`src/rtl/cause_pkg.sv`:
```
package cause_pkg;

    localparam int unsigned CAUSE_W = 32;
    localparam int unsigned NUM_SWI = 2;
    localparam int unsigned DC_BIT  = 27;
    localparam int unsigned IV_BIT  = 23;
    localparam int unsigned WP_BIT  = 22;
    localparam int unsigned SWI_LSB = 8;

    // Bits that belong to software; everything else is side-loaded.
    function automatic logic [CAUSE_W-1:0] sw_field_mask();
        logic [CAUSE_W-1:0] m;
        m = '0;
        m[DC_BIT] = 1'b1;
        m[IV_BIT] = 1'b1;
        m[WP_BIT] = 1'b1;
        for (int i = 0; i < int'(NUM_SWI); i++) begin
            m[SWI_LSB + i] = 1'b1;
        end
        return m;
    endfunction

    localparam logic [CAUSE_W-1:0] SW_FIELDS = sw_field_mask();

    typedef struct packed {
        logic [CAUSE_W-1:0] cause;
        logic               run;
        logic               stop_p;
        logic               start_p;
        logic [NUM_SWI-1:0] swi;
    } ctrl_state_t;

endpackage

```
`src/rtl/cause_mask_gen.sv`:
```
module cause_mask_gen
    import cause_pkg::*;
(
    input  logic               rev_r2,
    input  logic               rev_r6,
    input  logic               wp_wr_bit,
    output logic [CAUSE_W-1:0] mask_o
);
    always_comb begin
        mask_o = '0;
        mask_o[IV_BIT] = 1'b1;
        mask_o[WP_BIT] = 1'b1;
        for (int i = 0; i < int'(NUM_SWI); i++) begin
            mask_o[SWI_LSB + i] = 1'b1;
        end
        // Count-disable exists from revision 2 onward (R6 implies it).
        if (rev_r2 || rev_r6) begin
            mask_o[DC_BIT] = 1'b1;
        end
        // Later revision: watch-pending may only be cleared by software.
        if (rev_r6 && wp_wr_bit) begin
            mask_o[WP_BIT] = 1'b0;
        end
    end
endmodule

```
`src/rtl/cause_bit_track.sv`:
```
module cause_bit_track (
    input  logic old_bit,
    input  logic new_bit,
    output logic rise_o,
    output logic fall_o
);
    always_comb begin
        rise_o = !old_bit &&  new_bit;
        fall_o =  old_bit && !new_bit;
    end
endmodule

```
`src/rtl/cause_wr_ctrl.sv`:
```
module cause_wr_ctrl
    import cause_pkg::*;
(
    input  logic               clk,
    input  logic               rst_n,
    input  logic               wr_en,
    input  logic [CAUSE_W-1:0] wr_data,
    input  logic               rev_r2,
    input  logic               rev_r6,
    input  logic               ld_en,
    input  logic [CAUSE_W-1:0] ld_data,
    output logic [CAUSE_W-1:0] cause_o,
    output logic               cnt_run,
    output logic               cnt_stop_p,
    output logic               cnt_start_p,
    output logic [NUM_SWI-1:0] swi_req
);
    ctrl_state_t st_q, st_d;

    logic [CAUSE_W-1:0] wr_mask;
    logic [CAUSE_W-1:0] merged;
    logic               dc_rise, dc_fall;
    logic [NUM_SWI-1:0] swi_rise, swi_fall;

    cause_mask_gen u_mask (
        .rev_r2    (rev_r2),
        .rev_r6    (rev_r6),
        .wp_wr_bit (wr_data[WP_BIT]),
        .mask_o    (wr_mask)
    );

    always_comb begin
        merged = st_q.cause;
        if (ld_en) begin
            merged = (merged & SW_FIELDS) | (ld_data & ~SW_FIELDS);
        end
        if (wr_en) begin
            merged = (merged & ~wr_mask) | (wr_data & wr_mask);
        end
    end

    cause_bit_track u_dc (
        .old_bit (st_q.cause[DC_BIT]),
        .new_bit (merged[DC_BIT]),
        .rise_o  (dc_rise),
        .fall_o  (dc_fall)
    );

    for (genvar g = 0; g < NUM_SWI; g++) begin : g_swi
        cause_bit_track u_trk (
            .old_bit (st_q.cause[SWI_LSB + g]),
            .new_bit (merged[SWI_LSB + g]),
            .rise_o  (swi_rise[g]),
            .fall_o  (swi_fall[g])
        );
    end

    always_comb begin
        st_d         = st_q;
        st_d.cause   = merged;
        st_d.stop_p  = wr_en && dc_rise;
        st_d.start_p = wr_en && dc_fall;
        if (wr_en && dc_rise) begin
            st_d.run = 1'b0;
        end else if (wr_en && dc_fall) begin
            st_d.run = 1'b1;
        end
        for (int i = 0; i < int'(NUM_SWI); i++) begin
            if (wr_en && swi_rise[i]) begin
                st_d.swi[i] = 1'b1;
            end else if (wr_en && swi_fall[i]) begin
                st_d.swi[i] = 1'b0;
            end
        end
    end

    always_ff @(posedge clk) begin
        if (!rst_n) begin
            st_q.cause   <= '0;
            st_q.run     <= 1'b1;
            st_q.stop_p  <= 1'b0;
            st_q.start_p <= 1'b0;
            st_q.swi     <= '0;
        end else begin
            st_q <= st_d;
        end
    end

    assign cause_o     = st_q.cause;
    assign cnt_run     = st_q.run;
    assign cnt_stop_p  = st_q.stop_p;
    assign cnt_start_p = st_q.start_p;
    assign swi_req     = st_q.swi;

endmodule

```
`config.mk`:
```
export PLATFORM = sky130hd
export DESIGN_NAME = cause_wr_ctrl
export DESIGN_NICKNAME = d
export VERILOG_FILES = /design/src/rtl/cause_pkg.sv /design/src/rtl/cause_mask_gen.sv /design/src/rtl/cause_bit_track.sv /design/src/rtl/cause_wr_ctrl.sv
export SDC_FILE = /design/constraint.sdc
export NUM_CORES = 1
export LEC_CHECK = 0
export ABC_AREA = 1
export BUFFER_PORTS_ARGS = -buffer_cell sky130_fd_sc_hd__buf_2
export CORE_MARGIN = 5
export CORE_UTILIZATION = 46
export CTS_CLUSTER_DIAMETER = 120
export CTS_CLUSTER_SIZE = 10
export DETAILED_ROUTE_END_ITERATION = 8
export PLACE_DENSITY = 0.87
export SLEW_MARGIN = 20
export SYNTH_ARGS = -nofsm -noshare
export SYNTH_HDL_FRONTEND = slang
export SYNTH_HIERARCHICAL = 1
export SYNTH_SLANG_ARGS = --single-unit
```
`constraint.sdc`:
```
create_clock -name clk -period 1.3 [get_ports clk]
set_input_delay 0.13 -clock clk [delete_from_list [all_inputs] [get_ports clk]]
set_output_delay 0.13 -clock clk [all_outputs]
set_load 0.02 [all_outputs]
```
* Word level (Yosys, flattened, before mapping)
Cells that the tools add are included.
Word-level totals: flip-flop bits (word level) 37, input port bits 70, output and inout port bits 37
Operators by class: mux-type cells 10, bitwise logic cells 5, reductions and logical operators 23
Operators with widths (count):
- $mux 32 | 2
- $and 32x28->32 | 1
- $and 32x32->32 | 1
- $not 28->32 | 1
- $or 28x32->32 | 1
- $or 32x32->32 | 1
- $logic_and 1x1->1 | 13
- $mux 1 | 8
- $logic_not 1->1 | 6
- $reduce_bool 2->1 | 3
- $logic_or 1x1->1 | 1

* Depth between registers and ports, before layout
depth in word-level cells 11, depth in mapped cells 11

* Hierarchy
Netlist, hierarchy kept.
Modules (own cells, without submodules):
- cause_wr_ctrl | instances 1, cells an instance 308, area each 1828.0 µm², sequential area each 740.7 µm²
- cause_mask_gen | instances 1, cells an instance 36, area each 247.7 µm², sequential area each 0.0 µm²
- cause_bit_track | instances 3, cells an instance 4, area each 15.0 µm², sequential area each 0.0 µm²

* Worst setup path after synthesis
OpenSTA, ideal clock, no wires.
kind register -> register, start point reg st_q (netlist bit cause_o[27]), end point reg st_q (netlist bit cnt_run), library setup time 0.118 ns, arrival 0.987 ns, required time 1.182 ns, path slack 0.195 ns, stages on the path, launching flop included 10, path buffers 0, period minus slack after synthesis 1.105 ns, cells stage by stage dfxtp_1 > inv_1 > nand2_1 > o21ai_1 > inv_1 > inv_1 > nor2_1 > nand2_1 > nor2_1 > a21oi_1
On the way: elaborated cells on any way between the ends 13, classes of those cells mux (3); bitwise (3); reduce/logical (7)
RTL lines:
- from (decl) | line cause_wr_ctrl.sv:18 | ctrl_state_t st_q, st_d;
- from (signal assigned) | line cause_wr_ctrl.sv:85 | st_q <= st_d;
- $or 28x32->32 | line cause_wr_ctrl.sv:35 | merged = (merged & SW_FIELDS) | (ld_data & ~SW_FIELDS);
- $mux 32 * | line cause_wr_ctrl.sv:34 | if (ld_en) begin
- $and 32x32->32 | line cause_wr_ctrl.sv:38 | merged = (merged & ~wr_mask) | (wr_data & wr_mask);
- $or 32x32->32 | line cause_wr_ctrl.sv:38
- $mux 32 * | line cause_wr_ctrl.sv:37 | if (wr_en) begin
- named net merged[27] | line cause_wr_ctrl.sv:21 | logic [CAUSE_W-1:0] merged;
- $logic_and 1x1->1 * | line cause_bit_track.sv:8 | rise_o = !old_bit && new_bit;
- named net dc_rise | line cause_wr_ctrl.sv:22 | logic dc_rise, dc_fall;
- $logic_and 1x1->1 * | line cause_wr_ctrl.sv:63 | if (wr_en && dc_rise) begin
- $mux 1 or $reduce_bool 2->1 (tied branches)
Mark *: on every way through the listed nets, which the timed path passes. The rest lies on a longest branch. A chain may end at the register's enable or synchronous reset.

* Worst setup path after layout
Same ends and word-level chain as after synthesis.

==> impl_metrics.env <==
export IMPL_vdd_drop_max_v=0.000580
export IMPL_crit_family="flip-flops"
export IMPL_synthCells=356
export IMPL_grt_remaining_overflow=0
export IMPL_postPlaceCellArea_um2=2540
export IMPL_nets=523
export IMPL_cts_setup_buffers=0
export IMPL_synth_cell_types=12
export IMPL_hpwlAfterDp_mm=3.63
export IMPL_async_flop_share_pct=0
export IMPL_crit_buf_inv=3
export IMPL_outcome="complete, no violations"
export IMPL_worst_path_max_delay_cell="dfxtp_1"
export IMPL_cp_data_arrival_time_ps=1200
export IMPL_cts_sinks=37
export IMPL_clock_path_buffers=2
export IMPL_fin_crit_ps=1030
export IMPL_netlist_top_cells_area="dfxtp_1 35%, nand2_1 18%, nor2_1 16%"
export IMPL_grt_usage_pct=15.8
export IMPL_holdWs_ps=117
export IMPL_core_area_um2=4410
export IMPL_dp_cells=498
export IMPL_ys_seq_area_share_pct=34.9
export IMPL_leakage_nw=1.58
export IMPL_drc=0
export IMPL_clk_latency_ps=270
export IMPL_powerDensity_nw_per_um2=1020
export IMPL_synth_top_area_share_pct=34.9
export IMPL_drive_gt1_share_pct=24.7
export IMPL_grt_max_degree=54
export IMPL_grt_pass1_vias=1950
export IMPL_die_w_um=77.9
export IMPL_dieArea_um2=6070
export IMPL_end_kind="register"
export IMPL_routabilityCongestion=0.710
export IMPL_diodes=0
export IMPL_routed_wl_mm=4.75
export IMPL_port_buffers=101
export IMPL_tritoncts="done"
export IMPL_stdcell_count=505
export IMPL_synth_area_per_cell_um2=5.96
export IMPL_post_drt_wl_per_cell_um=9.40
export IMPL_rows=24
export IMPL_crit_top_cell="inv_1"
export IMPL_antenna_found_initial=0
export IMPL_critical_path_class="register to register"
export IMPL_grt_pass1_wl_mm=8.11
export IMPL_synth_seq_cells=37
export IMPL_cp_required_ps=1470
export IMPL_max_stage_delay_ps=370
export IMPL_synth_common_cells="99 x nand2_1, 93 x nor2_1, 43 x inv_1"
export IMPL_first_iter_violations=85
export IMPL_cts_root_buf="clkbuf_8"
export IMPL_clk_pin_slew_ps=70
export IMPL_cp_max_fo=4
export IMPL_initial_utilization_pct=48.0
export IMPL_post_synth_top_count_cell="nand2_1"
export IMPL_setup_viol=0
export IMPL_synth_top_area_cell="dfxtp_1"
export IMPL_tns_ps=0
export IMPL_drv_cap=0
export IMPL_synth_edf_count=0
export IMPL_via_count=2112
export IMPL_htreeDepth=2
export IMPL_drtAntennaViolNets=0
export IMPL_power_total_mw=2.67
export IMPL_post_route_period_util_pct=79.5
export IMPL_stdcell_area_um2=2630
export IMPL_vias_per_cell=4.18
export IMPL_fmax_mhz=967
export IMPL_synth_area_um2=2120
export IMPL_skew_ps=1.52
export IMPL_numCtsBuffers=5
export IMPL_io_pins=107
export IMPL_rsz0062_at_grt="false"
export IMPL_hold_viol_final=0
export IMPL_drtPass1Iterations=4
export IMPL_slew_viol_final=0
export IMPL_yosysWarnings=6
export IMPL_worst_setup_path_start_kind="register"
export IMPL_synth_flop_cell="dfxtp_1"
export IMPL_die_height_um=77.9
export IMPL_path_cells="inv_1 > nand2_1 > o21ai_1 > inv_1 > inv_1 > nor2_1 > nand2_1 > nor2_2 > a21oi_1"
export IMPL_hold_path_class="input pin to register"
export IMPL_area_growth_pct=24.1
-- stage by stage --
step | setup slack (ps) | util (%)
finish | 266 | 59.6
global route | 18.8 | 59.6
floorplan | 195 | -
detailed placement | 249 | 57.6
CTS | 242 | 59.6
global placement | 287 | 57.6
-- repair_timing --
item	in CTS	in global routing
hold buffers	0	0
resized for setup	0	1
setup endpoints to repair	0	1
-- kinds of logic (layout without fill, tap and decap cells) --
| logic type | after synthesis | in the layout | synth area share, % |
|---|---|---|---|
| other cells | 2 | 30 | 0.354 |
| buf+inv | 86 | 155 | 21.5 |
| flops | 37 | 37 | 34.9 |
| simple gates | 196 | 196 | 34.9 |
| compound gates | 35 | 35 | 8.26 |
-- worst register-to-register path, cell delays in order, from the launching register on --
cell and delay (ps):
dfxtp_1 370, inv_1 50, nand2_1 50, o21ai_1 70, inv_1 70, inv_1 40, nor2_1 80, nand2_1 70
nor2_2 100, a21oi_1 40
-- cells in the final DEF (no fill, tap or decap) --
master,synthesis,routed
a21oi_1,3,3
buf_12,0,1
buf_2,8,101
buf_4,33,3
clkbuf_1,2,1
clkbuf_8,0,6
conb_1,2,30
dfxtp_1,37,37
inv_1,43,43
nand2_1,99,99
nand3_1,4,4
nor2_1,93,92
nor2_2,0,1
o21ai_0,29,29
o21ai_1,3,3
-- layout make-up --
| cell class | instances | area [µm²] |
|---|---|---|
| Fill cell | 437 | 1780 |
| Tap cell | 52 | 65.1 |
| Multi-Input combinational cell | 261 | 1030 |
| Sequential cell | 37 | 741 |
| Clock buffer | 7 | 86.3 |
| Timing Repair Buffer | 105 | 548 |
| Inverter | 43 | 161 |
-- final timing paths --
check / start / endpoint / slack [ps] / cells after the start
worst max-delay path: cause_o[27] / cnt_run / 270 / 9
worst min register to register: swi_req[1] / swi_req[1] / 460 / 2
worst max register to register: cause_o[27] / cnt_run / 270 / 9
worst min-delay path: wr_data[9] / cause_o[9] / 120 / 3
-- registers in the layout (all words and copies together) (netlist names) --
signal	count
cnt_run	1
swi_req	2
cause_o	32
cnt_stop_p	1
cnt_start_p	1
-- power breakdown --
| part | leakage [nW] | switching (mW) | internal (mW) |
|---|---|---|---|
| logic | 1.23 | 0.381 | 0.244 |
| clock network | 0.0443 | 0.368 | 0.420 |
| registers | 0.307 | 0.0395 | 1.22 |
-- metal layers --
metal  global-route usage [%]  part of all wire, %
met1                     17.7                   42
met2                     28.4                   47
met3                     6.25                   11
met4                     3.21                 0.25
met5                        0                    0
Power figures use the tool's default switching activity.
